===== config.mk =====
export PLATFORM = sky130hd
export DESIGN_NAME = dlw_walker
export DESIGN_NICKNAME = d
export VERILOG_FILES = /design/src/rtl/dlw_pkg.sv /design/src/rtl/dlw_memrd.sv /design/src/rtl/dlw_rules.sv /design/src/rtl/dlw_walker.sv
export SDC_FILE = /design/constraint.sdc
export NUM_CORES = 1
export LEC_CHECK = 0
export BUFFER_PORTS_ARGS = -buffer_cell sky130_fd_sc_hd__buf_4
export CORE_ASPECT_RATIO = 0.75
export CORE_MARGIN = 5
export CORE_UTILIZATION = 55
export DETAILED_ROUTE_END_ITERATION = 8
export PLACE_DENSITY = 0.81
export SKIP_CTS_REPAIR_TIMING = 1
export SLEW_MARGIN = 20
export SYNTH_ARGS = -nofsm -noshare
export SYNTH_HDL_FRONTEND = slang
export SYNTH_HIERARCHICAL = 1
export SYNTH_SLANG_ARGS = --single-unit

===== constraint.sdc =====
create_clock -name clk -period 4.8 [get_ports clk]
set_input_delay 0.96 -clock clk [delete_from_list [all_inputs] [get_ports clk]]
set_output_delay 0.96 -clock clk [all_outputs]
set_load 0.005 [all_outputs]

===== src/rtl/dlw_pkg.sv =====
package dlw_pkg;
  typedef enum logic [2:0] {
    ST_IDLE, ST_ISSUE, ST_RESP, ST_EMIT, ST_HOP, ST_WAIT, ST_ERR
  } dlw_state_e;

  typedef enum logic [2:0] {
    RD_LINK, RD_INFO, RD_STAT, RD_PTR, RD_RELINK
  } dlw_rd_e;

  localparam int unsigned WORD_BITS  = 64;
  localparam int unsigned USED_BIT   = 63;
  localparam int unsigned ALIGN_BITS = 3;
  localparam int unsigned CHUNK_BITS = 7;
  localparam logic [WORD_BITS-1:0] END_MARK = '1;
endpackage


===== src/rtl/dlw_memrd.sv =====
module dlw_memrd #(
  parameter int unsigned AW = 32
) (
  input  logic          clk,
  input  logic          rst_n,
  input  logic          issue_i,
  input  logic [AW-1:0] addr_i,
  output logic          req_valid_o,
  input  logic          req_ready_i,
  output logic [AW-1:0] req_addr_o,
  input  logic          rsp_valid_i,
  output logic          done_o
);
  logic          vld_q, vld_d;
  logic          pend_q, pend_d;
  logic [AW-1:0] addr_q, addr_d;
  logic          addr_en;

  always_comb begin
    vld_d   = vld_q;
    pend_d  = pend_q;
    addr_d  = addr_q;
    addr_en = 1'b0;
    done_o  = 1'b0;
    if (issue_i) begin
      vld_d   = 1'b1;
      addr_d  = addr_i;
      addr_en = 1'b1;
    end else if (vld_q && req_ready_i) begin
      vld_d  = 1'b0;
      pend_d = 1'b1;
    end
    if (pend_q && rsp_valid_i) begin
      pend_d = 1'b0;
      done_o = 1'b1;
    end
  end

  always_ff @(posedge clk or negedge rst_n) begin
    if (!rst_n) begin
      vld_q  <= 1'b0;
      pend_q <= 1'b0;
      addr_q <= '0;
    end else begin
      vld_q  <= vld_d;
      pend_q <= pend_d;
      if (addr_en) addr_q <= addr_d;
    end
  end

  assign req_valid_o = vld_q;
  assign req_addr_o  = addr_q;
endmodule


===== src/rtl/dlw_rules.sv =====
module dlw_rules #(
  parameter int unsigned AW = 32,
  parameter int unsigned LW = 16
) (
  input  logic          extract_i,
  input  logic [AW-1:0] cb_addr_i,
  input  logic [AW-1:0] blk_ptr_i,
  input  logic [LW-1:0] blk_len_i,
  output logic          cb_bad_o,
  output logic          blk_bad_o
);
  import dlw_pkg::*;

  assign cb_bad_o  = |cb_addr_i[ALIGN_BITS-1:0];
  assign blk_bad_o = extract_i &&
                     ((|blk_ptr_i[ALIGN_BITS-1:0]) || (|blk_len_i[CHUNK_BITS-1:0]));
endmodule


===== src/rtl/dlw_walker.sv =====
module dlw_walker #(
  parameter int unsigned AW     = 32,
  parameter int unsigned LW     = 16,
  parameter int unsigned IW     = 32,
  parameter int unsigned MAXBLK = 15,
  localparam int unsigned CW    = $clog2(MAXBLK + 1)
) (
  input  logic          clk,
  input  logic          rst_n,
  input  logic          start_i,
  input  logic [AW-1:0] start_addr_i,
  input  logic [CW-1:0] nblk_cfg_i,
  input  logic          extract_i,
  output logic          mem_req_valid_o,
  input  logic          mem_req_ready_i,
  output logic [AW-1:0] mem_req_addr_o,
  input  logic          mem_rsp_valid_i,
  input  logic [63:0]   mem_rsp_data_i,
  output logic          blk_valid_o,
  input  logic          blk_ready_i,
  output logic [AW-1:0] blk_addr_o,
  output logic [LW-1:0] blk_len_o,
  output logic [IW-1:0] blk_info_o,
  output logic          irq_done_o,
  output logic          irq_update_o,
  output logic          err_o
);
  import dlw_pkg::*;

  dlw_state_e    state_q, state_d;
  dlw_rd_e       kind_q, kind_d;
  logic [AW-1:0] cb_q, cb_d, link_q, link_d, ptr_q, ptr_d;
  logic          eol_q, eol_d, extr_q, extr_d;
  logic [IW-1:0] info_q, info_d;
  logic [LW-1:0] len_q, len_d;
  logic [CW-1:0] idx_q, idx_d, nblk_q, nblk_d;
  logic          done_q, done_d, upd_q, upd_d;
  logic          issue, rd_done, cb_bad, blk_bad, cb_end;
  logic [AW-1:0] rd_addr, pair_off, cb_check;

  assign pair_off = AW'({idx_q, 4'b0000});

  always_comb begin
    case (kind_q)
      RD_INFO: rd_addr = cb_q + AW'(8);
      RD_STAT: rd_addr = cb_q + AW'(16) + pair_off;
      RD_PTR:  rd_addr = cb_q + AW'(24) + pair_off;
      default: rd_addr = cb_q;
    endcase
  end

  assign cb_check = (state_q == ST_HOP) ? link_q : start_addr_i;

  dlw_memrd #(.AW(AW)) rd_i (
    .clk(clk), .rst_n(rst_n), .issue_i(issue), .addr_i(rd_addr),
    .req_valid_o(mem_req_valid_o), .req_ready_i(mem_req_ready_i),
    .req_addr_o(mem_req_addr_o), .rsp_valid_i(mem_rsp_valid_i), .done_o(rd_done)
  );

  dlw_rules #(.AW(AW), .LW(LW)) rules_i (
    .extract_i(extr_q), .cb_addr_i(cb_check),
    .blk_ptr_i(mem_rsp_data_i[AW-1:0]), .blk_len_i(len_q),
    .cb_bad_o(cb_bad), .blk_bad_o(blk_bad)
  );

  always_comb begin
    state_d = state_q;  kind_d = kind_q;  cb_d = cb_q;    link_d = link_q;
    ptr_d   = ptr_q;    eol_d  = eol_q;   extr_d = extr_q; info_d = info_q;
    len_d   = len_q;    idx_d  = idx_q;   nblk_d = nblk_q;
    done_d  = 1'b0;     upd_d  = 1'b0;    issue  = 1'b0;   cb_end = 1'b0;
    case (state_q)
      ST_IDLE, ST_ERR: if (start_i) begin
        nblk_d = nblk_cfg_i;
        extr_d = extract_i;
        idx_d  = '0;
        if (cb_bad) state_d = ST_ERR;
        else begin
          cb_d    = start_addr_i;
          kind_d  = RD_LINK;
          state_d = ST_ISSUE;
        end
      end
      ST_ISSUE: begin
        issue   = 1'b1;
        state_d = ST_RESP;
      end
      ST_RESP: if (rd_done) begin
        case (kind_q)
          RD_LINK: begin
            eol_d   = (mem_rsp_data_i == END_MARK);
            link_d  = mem_rsp_data_i[AW-1:0];
            kind_d  = RD_INFO;
            state_d = ST_ISSUE;
          end
          RD_INFO: begin
            info_d = mem_rsp_data_i[IW-1:0];
            idx_d  = '0;
            if (nblk_q == '0) cb_end = 1'b1;
            else begin
              kind_d  = RD_STAT;
              state_d = ST_ISSUE;
            end
          end
          RD_STAT: begin
            if (mem_rsp_data_i[USED_BIT]) begin
              upd_d   = 1'b1;
              state_d = ST_WAIT;
            end else begin
              len_d   = mem_rsp_data_i[LW-1:0];
              kind_d  = RD_PTR;
              state_d = ST_ISSUE;
            end
          end
          RD_PTR: begin
            ptr_d   = mem_rsp_data_i[AW-1:0];
            state_d = blk_bad ? ST_ERR : ST_EMIT;
          end
          default: begin
            if (mem_rsp_data_i == END_MARK) begin
              upd_d   = 1'b1;
              state_d = ST_WAIT;
            end else begin
              link_d  = mem_rsp_data_i[AW-1:0];
              state_d = ST_HOP;
            end
          end
        endcase
      end
      ST_EMIT: if (blk_ready_i) begin
        if (idx_q + CW'(1) == nblk_q) cb_end = 1'b1;
        else begin
          idx_d   = idx_q + CW'(1);
          kind_d  = RD_STAT;
          state_d = ST_ISSUE;
        end
      end
      ST_HOP: begin
        if (cb_bad) state_d = ST_ERR;
        else begin
          cb_d    = link_q;
          idx_d   = '0;
          kind_d  = RD_LINK;
          state_d = ST_ISSUE;
        end
      end
      ST_WAIT: if (start_i) state_d = ST_ISSUE;
      default: state_d = ST_IDLE;
    endcase
    if (cb_end) begin
      done_d = 1'b1;
      if (eol_q) begin
        upd_d   = 1'b1;
        kind_d  = RD_RELINK;
        state_d = ST_WAIT;
      end else begin
        state_d = ST_HOP;
      end
    end
  end

  always_ff @(posedge clk or negedge rst_n) begin
    if (!rst_n) begin
      state_q <= ST_IDLE;  kind_q <= RD_LINK;  cb_q <= '0;   link_q <= '0;
      ptr_q   <= '0;       eol_q  <= 1'b0;     extr_q <= 1'b0; info_q <= '0;
      len_q   <= '0;       idx_q  <= '0;       nblk_q <= '0;
      done_q  <= 1'b0;     upd_q  <= 1'b0;
    end else begin
      state_q <= state_d;  kind_q <= kind_d;   cb_q <= cb_d;  link_q <= link_d;
      ptr_q   <= ptr_d;    eol_q  <= eol_d;    extr_q <= extr_d; info_q <= info_d;
      len_q   <= len_d;    idx_q  <= idx_d;    nblk_q <= nblk_d;
      done_q  <= done_d;   upd_q  <= upd_d;
    end
  end

  assign blk_valid_o  = (state_q == ST_EMIT);
  assign blk_addr_o   = ptr_q;
  assign blk_len_o    = len_q;
  assign blk_info_o   = info_q;
  assign irq_done_o   = done_q;
  assign irq_update_o = upd_q;
  assign err_o        = (state_q == ST_ERR);
endmodule


# Word-level counts from Yosys, hierarchy flattened
# Cells that the tools add are included.
# op_classes
add_sub_neg,6
eq_ne,26
muxes,62
bitwise,2
n_reduce_logical,28
# ops
op,count
32-bit two-way mux,4
32-bit case mux with 2 select lines,2
32-bit case mux with 3 select lines,1
32-bit by 5-bit adder with 32-bit output (second input constant),2
32-bit by 8-bit adder with 32-bit output,2
64-bit == test (second input constant),1
3-bit two-way mux,20
32-bit by 4-bit adder with 32-bit output (second input constant),1
4-bit two-way mux,6
3-bit case mux with 4 select lines,2
1-bit two-way mux,22
3-bit case mux with 6 select lines,1
4-bit case mux with 4 select lines,1
3-bit by 2-bit == test with 1-bit output (second input constant),4
2-bit inequality test (second input constant),6
3-bit inequality test (second input constant),4
4-bit AND reduction,3
3-bit OR reduction,4
3-bit == test (second input constant),3
3-bit case mux with 3 select lines,1
3-bit AND reduction,3
7-bit AND reduction,1
7-bit OR reduction,1
3-bit by 1-bit == test with 1-bit output (second input constant),2
other kinds (16),27
# word_totals
ff_bits,196
elab_cells,140

# Longest topological paths before layout
# logic_depth
word_depth,8
ltp_mapped,13
depth_no_buf,13

# Cells and area by module
# The synthesis kept the hierarchy.
# modules_own_cells
mod,n_inst,cells_each,area_each_um2,seq_area_each_um2
dlw_walker,1,720,8484.4,4053.9
dlw_memrd,1,76,1426.4,850.8
dlw_rules,1,6,32.5,0.0

# Least setup slack after synthesis
# OpenSTA, ideal clock, no wires.
# synth_timing
kind,register to register
from,register cb_q[4]
to,register rd_i.addr_q[24] (netlist: rd_i/req_addr_o[24])
setup_time_ps,125
t_arrival_ps,2759
required_time_ps,4675
path_slack_ps,1916
stages_incl_launch_ff,13
synth_period_minus_slack_ps,2884
cell_sequence,dfrtp_1 -> inv_1 -> ha_1 -> inv_1 -> ha_1 -> inv_1 -> fa_1 -> and2_1 -> o31ai_2 -> a21oi_1 -> or3b_1 -> xnor2_1 -> mux2_2
# synth_via
elab_chain_len,3
elab_cells_between_ends,6
# synth_lines
item,line,source
start: declaration,dlw_walker.sv:32,"logic [AW-1:0] cb_q, cb_d, link_q, link_d, ptr_q, ptr_d;"
start signal: assignment,dlw_walker.sv:163,state_q <= ST_IDLE; kind_q <= RD_LINK; cb_q <= '0; link_q <= '0;
start signal: assignment,dlw_walker.sv:168,state_q <= state_d; kind_q <= kind_d; cb_q <= cb_d; link_q <= link_d;
"32-bit by 5-bit adder with 32-bit output, on equally long branches","dlw_walker.sv:47, dlw_walker.sv:46",
"32-bit by 8-bit adder with 32-bit output, on equally long branches","dlw_walker.sv:47, dlw_walker.sv:46",
32-bit case mux with 3 select lines *,dlw_walker.sv:44,case (kind_q)
named net rd_addr[24],dlw_walker.sv:39,"logic [AW-1:0] rd_addr, pair_off, cb_check;"
end signal: assignment,dlw_memrd.sv:47,if (addr_en) addr_q <= addr_d;
end: declaration,dlw_memrd.sv:16,"logic [AW-1:0] addr_q, addr_d;"
# Mark *: on every way through the listed nets, which the timed path passes. The rest lies on a longest branch.
# A chain may end at the register's enable or synchronous reset.

# Final worst setup path
# layout_timing
from,register state_q[2]
to,register kind_q[0]
# layout_via
elab_chain_len,8
elab_cells_between_ends,14
# layout_lines
item,line,source
start: declaration,dlw_walker.sv:30,"dlw_state_e state_q, state_d;"
start signal: assignment,dlw_walker.sv:163,
start signal: assignment,dlw_walker.sv:168,
3-bit == test *,dlw_walker.sv:52,assign cb_check = (state_q == ST_HOP) ? link_q : start_addr_i;
3-bit two-way mux *,dlw_walker.sv:52,
named net cb_check[1],dlw_walker.sv:39,
3-bit OR reduction *,dlw_rules.sv:14,assign cb_bad_o = |cb_addr_i[ALIGN_BITS-1:0];
named net cb_bad,dlw_walker.sv:38,"logic issue, rd_done, cb_bad, blk_bad, cb_end;"
3-bit two-way mux *,"dlw_walker.sv:76, dlw_walker.sv:138",
3-bit two-way mux,dlw_walker.sv:72,"ST_IDLE, ST_ERR: if (start_i) begin"
3-bit case mux with 4 select lines *,dlw_walker.sv:71,case (state_q)
3-bit two-way mux,dlw_walker.sv:151,if (eol_q) begin
3-bit two-way mux *,dlw_walker.sv:149,if (cb_end) begin
named net kind_d[0],dlw_walker.sv:31,"dlw_rd_e kind_q, kind_d;"
end signal: assignment,dlw_walker.sv:163,
end signal: assignment,dlw_walker.sv:168,
end: declaration,dlw_walker.sv:31,
# Marked as above.

==> results by group <==
Synthesis
  – Post-synth EDFFs: 0
  – Avg Cell Area, Syn: 12.4 um2
  – Sequential-to-total area share from yosys stat: 49.3%
  – Distinct cells, synth: 76
  – Mapped Cells: 802
  – Async S/R FF share, synth: 100%
  – Flops & latches, synth: 196
  – Top cells by area, synth: dfrtp_1 (49%), mux2_2 (20%), mux2_4 (4.4%), nand4_1 (2.0%), xnor2_1 (1.5%)
  – Top-count cell post-synth: dfrtp_1
  – Netlist Area Pre-Place: 0.00994 mm2
  – Synth area leader: dfrtp_1
  – Main synth FF type: dfrtp_1
  – Total nets after synthesis: 922
  – Synth Warn #: 6
  – Most frequent cells after synthesis: dfrtp_1 (196), mux2_2 (175), nand2_1 (35)
  – Yosys top cell area share: 49.3%

Timing
  – Period utilisation layout: 70.6%
  – Fin Setup TNS: 0 ns
  – Final setup skew: 0.0153 ns
  – Final Slew Violations: 0
  – Setup ws final: 1.41 ns
  – Max Freq: 295 MHz
  – Minimum clock period: 3.39 ns
  – Actual slew at the worst max-slew pin: 1.06 ns
  – RSZ-0062 raised after global routing: false
  – Setup violators final: 0
  – Min Hold Slack: 0.495 ns
  – Final Hold Viols: 0
  – Slew margin rel.: 29.0%

Die
  – Area of the core: 0.0177 mm2
  – Num rows: 42
  – Initial Util: 56.1%
  – Chip width: 165 um
  – Die footprint: 0.0209 mm2
  – Top Ports: 224
  – Die H: 126 um

Global routing
  – Global route overflow: 0
  – Met2 Use GR: 39.7%
  – Met3 GRT Util: 5.97%
  – Tot GR Track Use: 25.3%
  – Initial antenna violation count: 0
  – Vias in the first global route: 7541
  – Largest net degree at the start of global routing: 114
  – Met1 Use GR: 35.9%
  – First-pass GRT wire length: 41.5 mm
  – Gr busiest metal: met2

Cells and area
  – Nets@finish: 1129
  – Share of cells above drive strength 1: 48.0%
  – Area Overhead vs Synth: 24.3%
  – ANT cells: 0
  – Fin area: 0.0124 mm2

Drt
  – Total wire length: 26.4 mm
  – DR WL/cell: 20.9 um
  – First-pass detailed-route iteration total: 7
  – DR vias: 7398
  – DRC: 0
  – DRT antenna net count: 0
  – Vias/cell: 5.85
  – 1st-iter DRT viols: 642

Power and ir drop
  – Clock power share: 20.2%
  – VDD IR max: 304 uV
  – Seq pwr share: 40.1%
  – Gate power share: 39.7%
  – Leak: 6.00 nW
  – Pint: 0.00453 W
  – Switching fraction of total power: 35.6%
  – Psw: 0.00250 W
  – Power Dens Cells: 569 mW/mm2

Setup path
  – Critical Path Fanout Max: 32
  – Crit end category: flip-flop
  – Data required time of the worst path: 5.09 ns
  – Setup crit start kind: flip-flop
  – Arrival @ worst endpoint: 3.67 ns
  – Critical path class: flip-flop to flip-flop

Placement
  – Buffers on Ports: 223
  – DP HPWL: 19.2 mm
  – Placer congestion estimate: 0.928
  – Area post-placement: 0.0117 mm2
  – Pre-CTS setup slack: 1.50 ns

Clock tree
  – Clock buffer depth: 2
  – CTS Buf Count: 17
  – Skew-Pair Late Insertion Delay: 0.44 ns
  – CTS tree: yes
  – CTS sink cnt: 196
  – Root buf cell: clkbuf_16
  – Clk slew on worst S/H paths: 0.07 ns
  – H-tree Lvls: 4

Status
  – Outcome: completed

Job
  – Max cap viols: 0

Min path
  – Hold Crit Class: flip-flop to flip-flop
-- final cells by class --
type                       count  area (um2)
fill                        1306        5350
sequential                   196        4900
multi-input combinational    541        4710
timing repair buffer         231        1760
clock buffer                  18         439
tap                          242         303
clock inverter                14         156
inverter                      22        82.6
-- flip-flops by register name, indices dropped and copies added (netlist names), 3 cells and up --
| name | count |
|---|---|
| kind_q | 3 |
| blk_info_o | 32 |
| idx_q | 4 |
| rd_i/req_addr_o | 32 |
| nblk_q | 4 |
| cb_q | 32 |
| state_q | 3 |
| blk_addr_o | 32 |
| link_q | 32 |
| blk_len_o | 16 |
-- stage by stage --
stage / utilization, % / instances / power [W]
floorplan: - / 802 / 0.00447
global placement: 66.3 / 1231 / 0.00553
detailed placement: 66.3 / 1231 / 0.00560
CTS: 69.7 / 1263 / 0.00704
global route: 69.8 / 1264 / 0.00745
finish: 69.8 / 1264 / 0.00703
-- routing by layer --
metal	vias up	wire length [um]
met5	-	0
met4	0	408
met3	39	2210
met2	328	12300
met1	3680	11500
li1	3351	-
-- path summary, 6_finish.rpt --
| check | startpoint | to | slack [ns] | cells after the start |
|---|---|---|---|---|
| max | state_q[2]$_DFFE_PN0P_ | kind_q[0]$_DFF_PN0_ | 1.41 | 9 |
| min | blk_len_o[14]$_DFFE_PN0P_ | blk_len_o[14]$_DFFE_PN0P_ | 0.50 | 1 |
| max reg2reg | state_q[2]$_DFFE_PN0P_ | kind_q[0]$_DFF_PN0_ | 1.41 | 9 |
| min reg2reg | blk_len_o[14]$_DFFE_PN0P_ | blk_len_o[14]$_DFFE_PN0P_ | 0.50 | 1 |
| max in group asynchronous | rst_n | link_q[13]$_DFFE_PN0P_ | 3.24 | 2 |
| min in group asynchronous | rst_n | blk_info_o[0]$_DFFE_PN0P_ | 0.64 | 1 |
-- worst max-delay path: stages (launching register included) --
cell      delay, ns
dfrtp_1        0.71
nor3b_4        0.27
buf_4          0.40
mux2_2         0.40
or3_1          0.45
nand2b_1       0.20
o32ai_1        0.13
mux2i_1        0.13
o311ai_0       0.40
a32oi_1        0.16
-- power by group through the flow --
stage	registers (W)	clock network, W	logic [W]
after floorplan	0.00261	0	0.00186
after global placement	0.00281	0	0.00271
after detailed placement	0.00283	0	0.00277
after CTS	0.00281	0.00144	0.00280
after global routing	0.00290	0.00151	0.00303
final	0.00282	0.00142	0.00279
-- logic make-up (layout without fill, tap and decap cells) --
logic type               count (synthesis)  after routing  share of synthesized area (%)
buffers and inverters                   65            285                           3.57
AO/OA/AOI/OAI                          104            104                           7.14
flip-flops                             196            196                           49.3
adder cells (fa/ha/maj)                 13             13                           1.79
multiplexers                           217            217                           25.6
XOR/XNOR                                27             27                           2.52
AND/OR/NAND/NOR                        180            180                           10.0
-- cell usage in the layout (no fill, tap or decap), types with 5 or more instances in the layout --
cell and count:
a21oi_1 19, mux2_2 175, xnor2_1 17, xor2_1 9, buf_4 228, nand3_1 14, o22ai_1 5, or3_1 5
nor4_1 6, dfrtp_1 196, nand2_1 35, nand4_1 31, nor3_1 6, mux2_4 29, and3_1 8, inv_1 21
o31ai_1 7, and2_1 5, o21ai_0 17, clkbuf_16 17, nor2_1 32, ha_1 11, mux2_1 11, a31oi_1 9
nor2b_1 9
(Power assumes the default switching activity.)
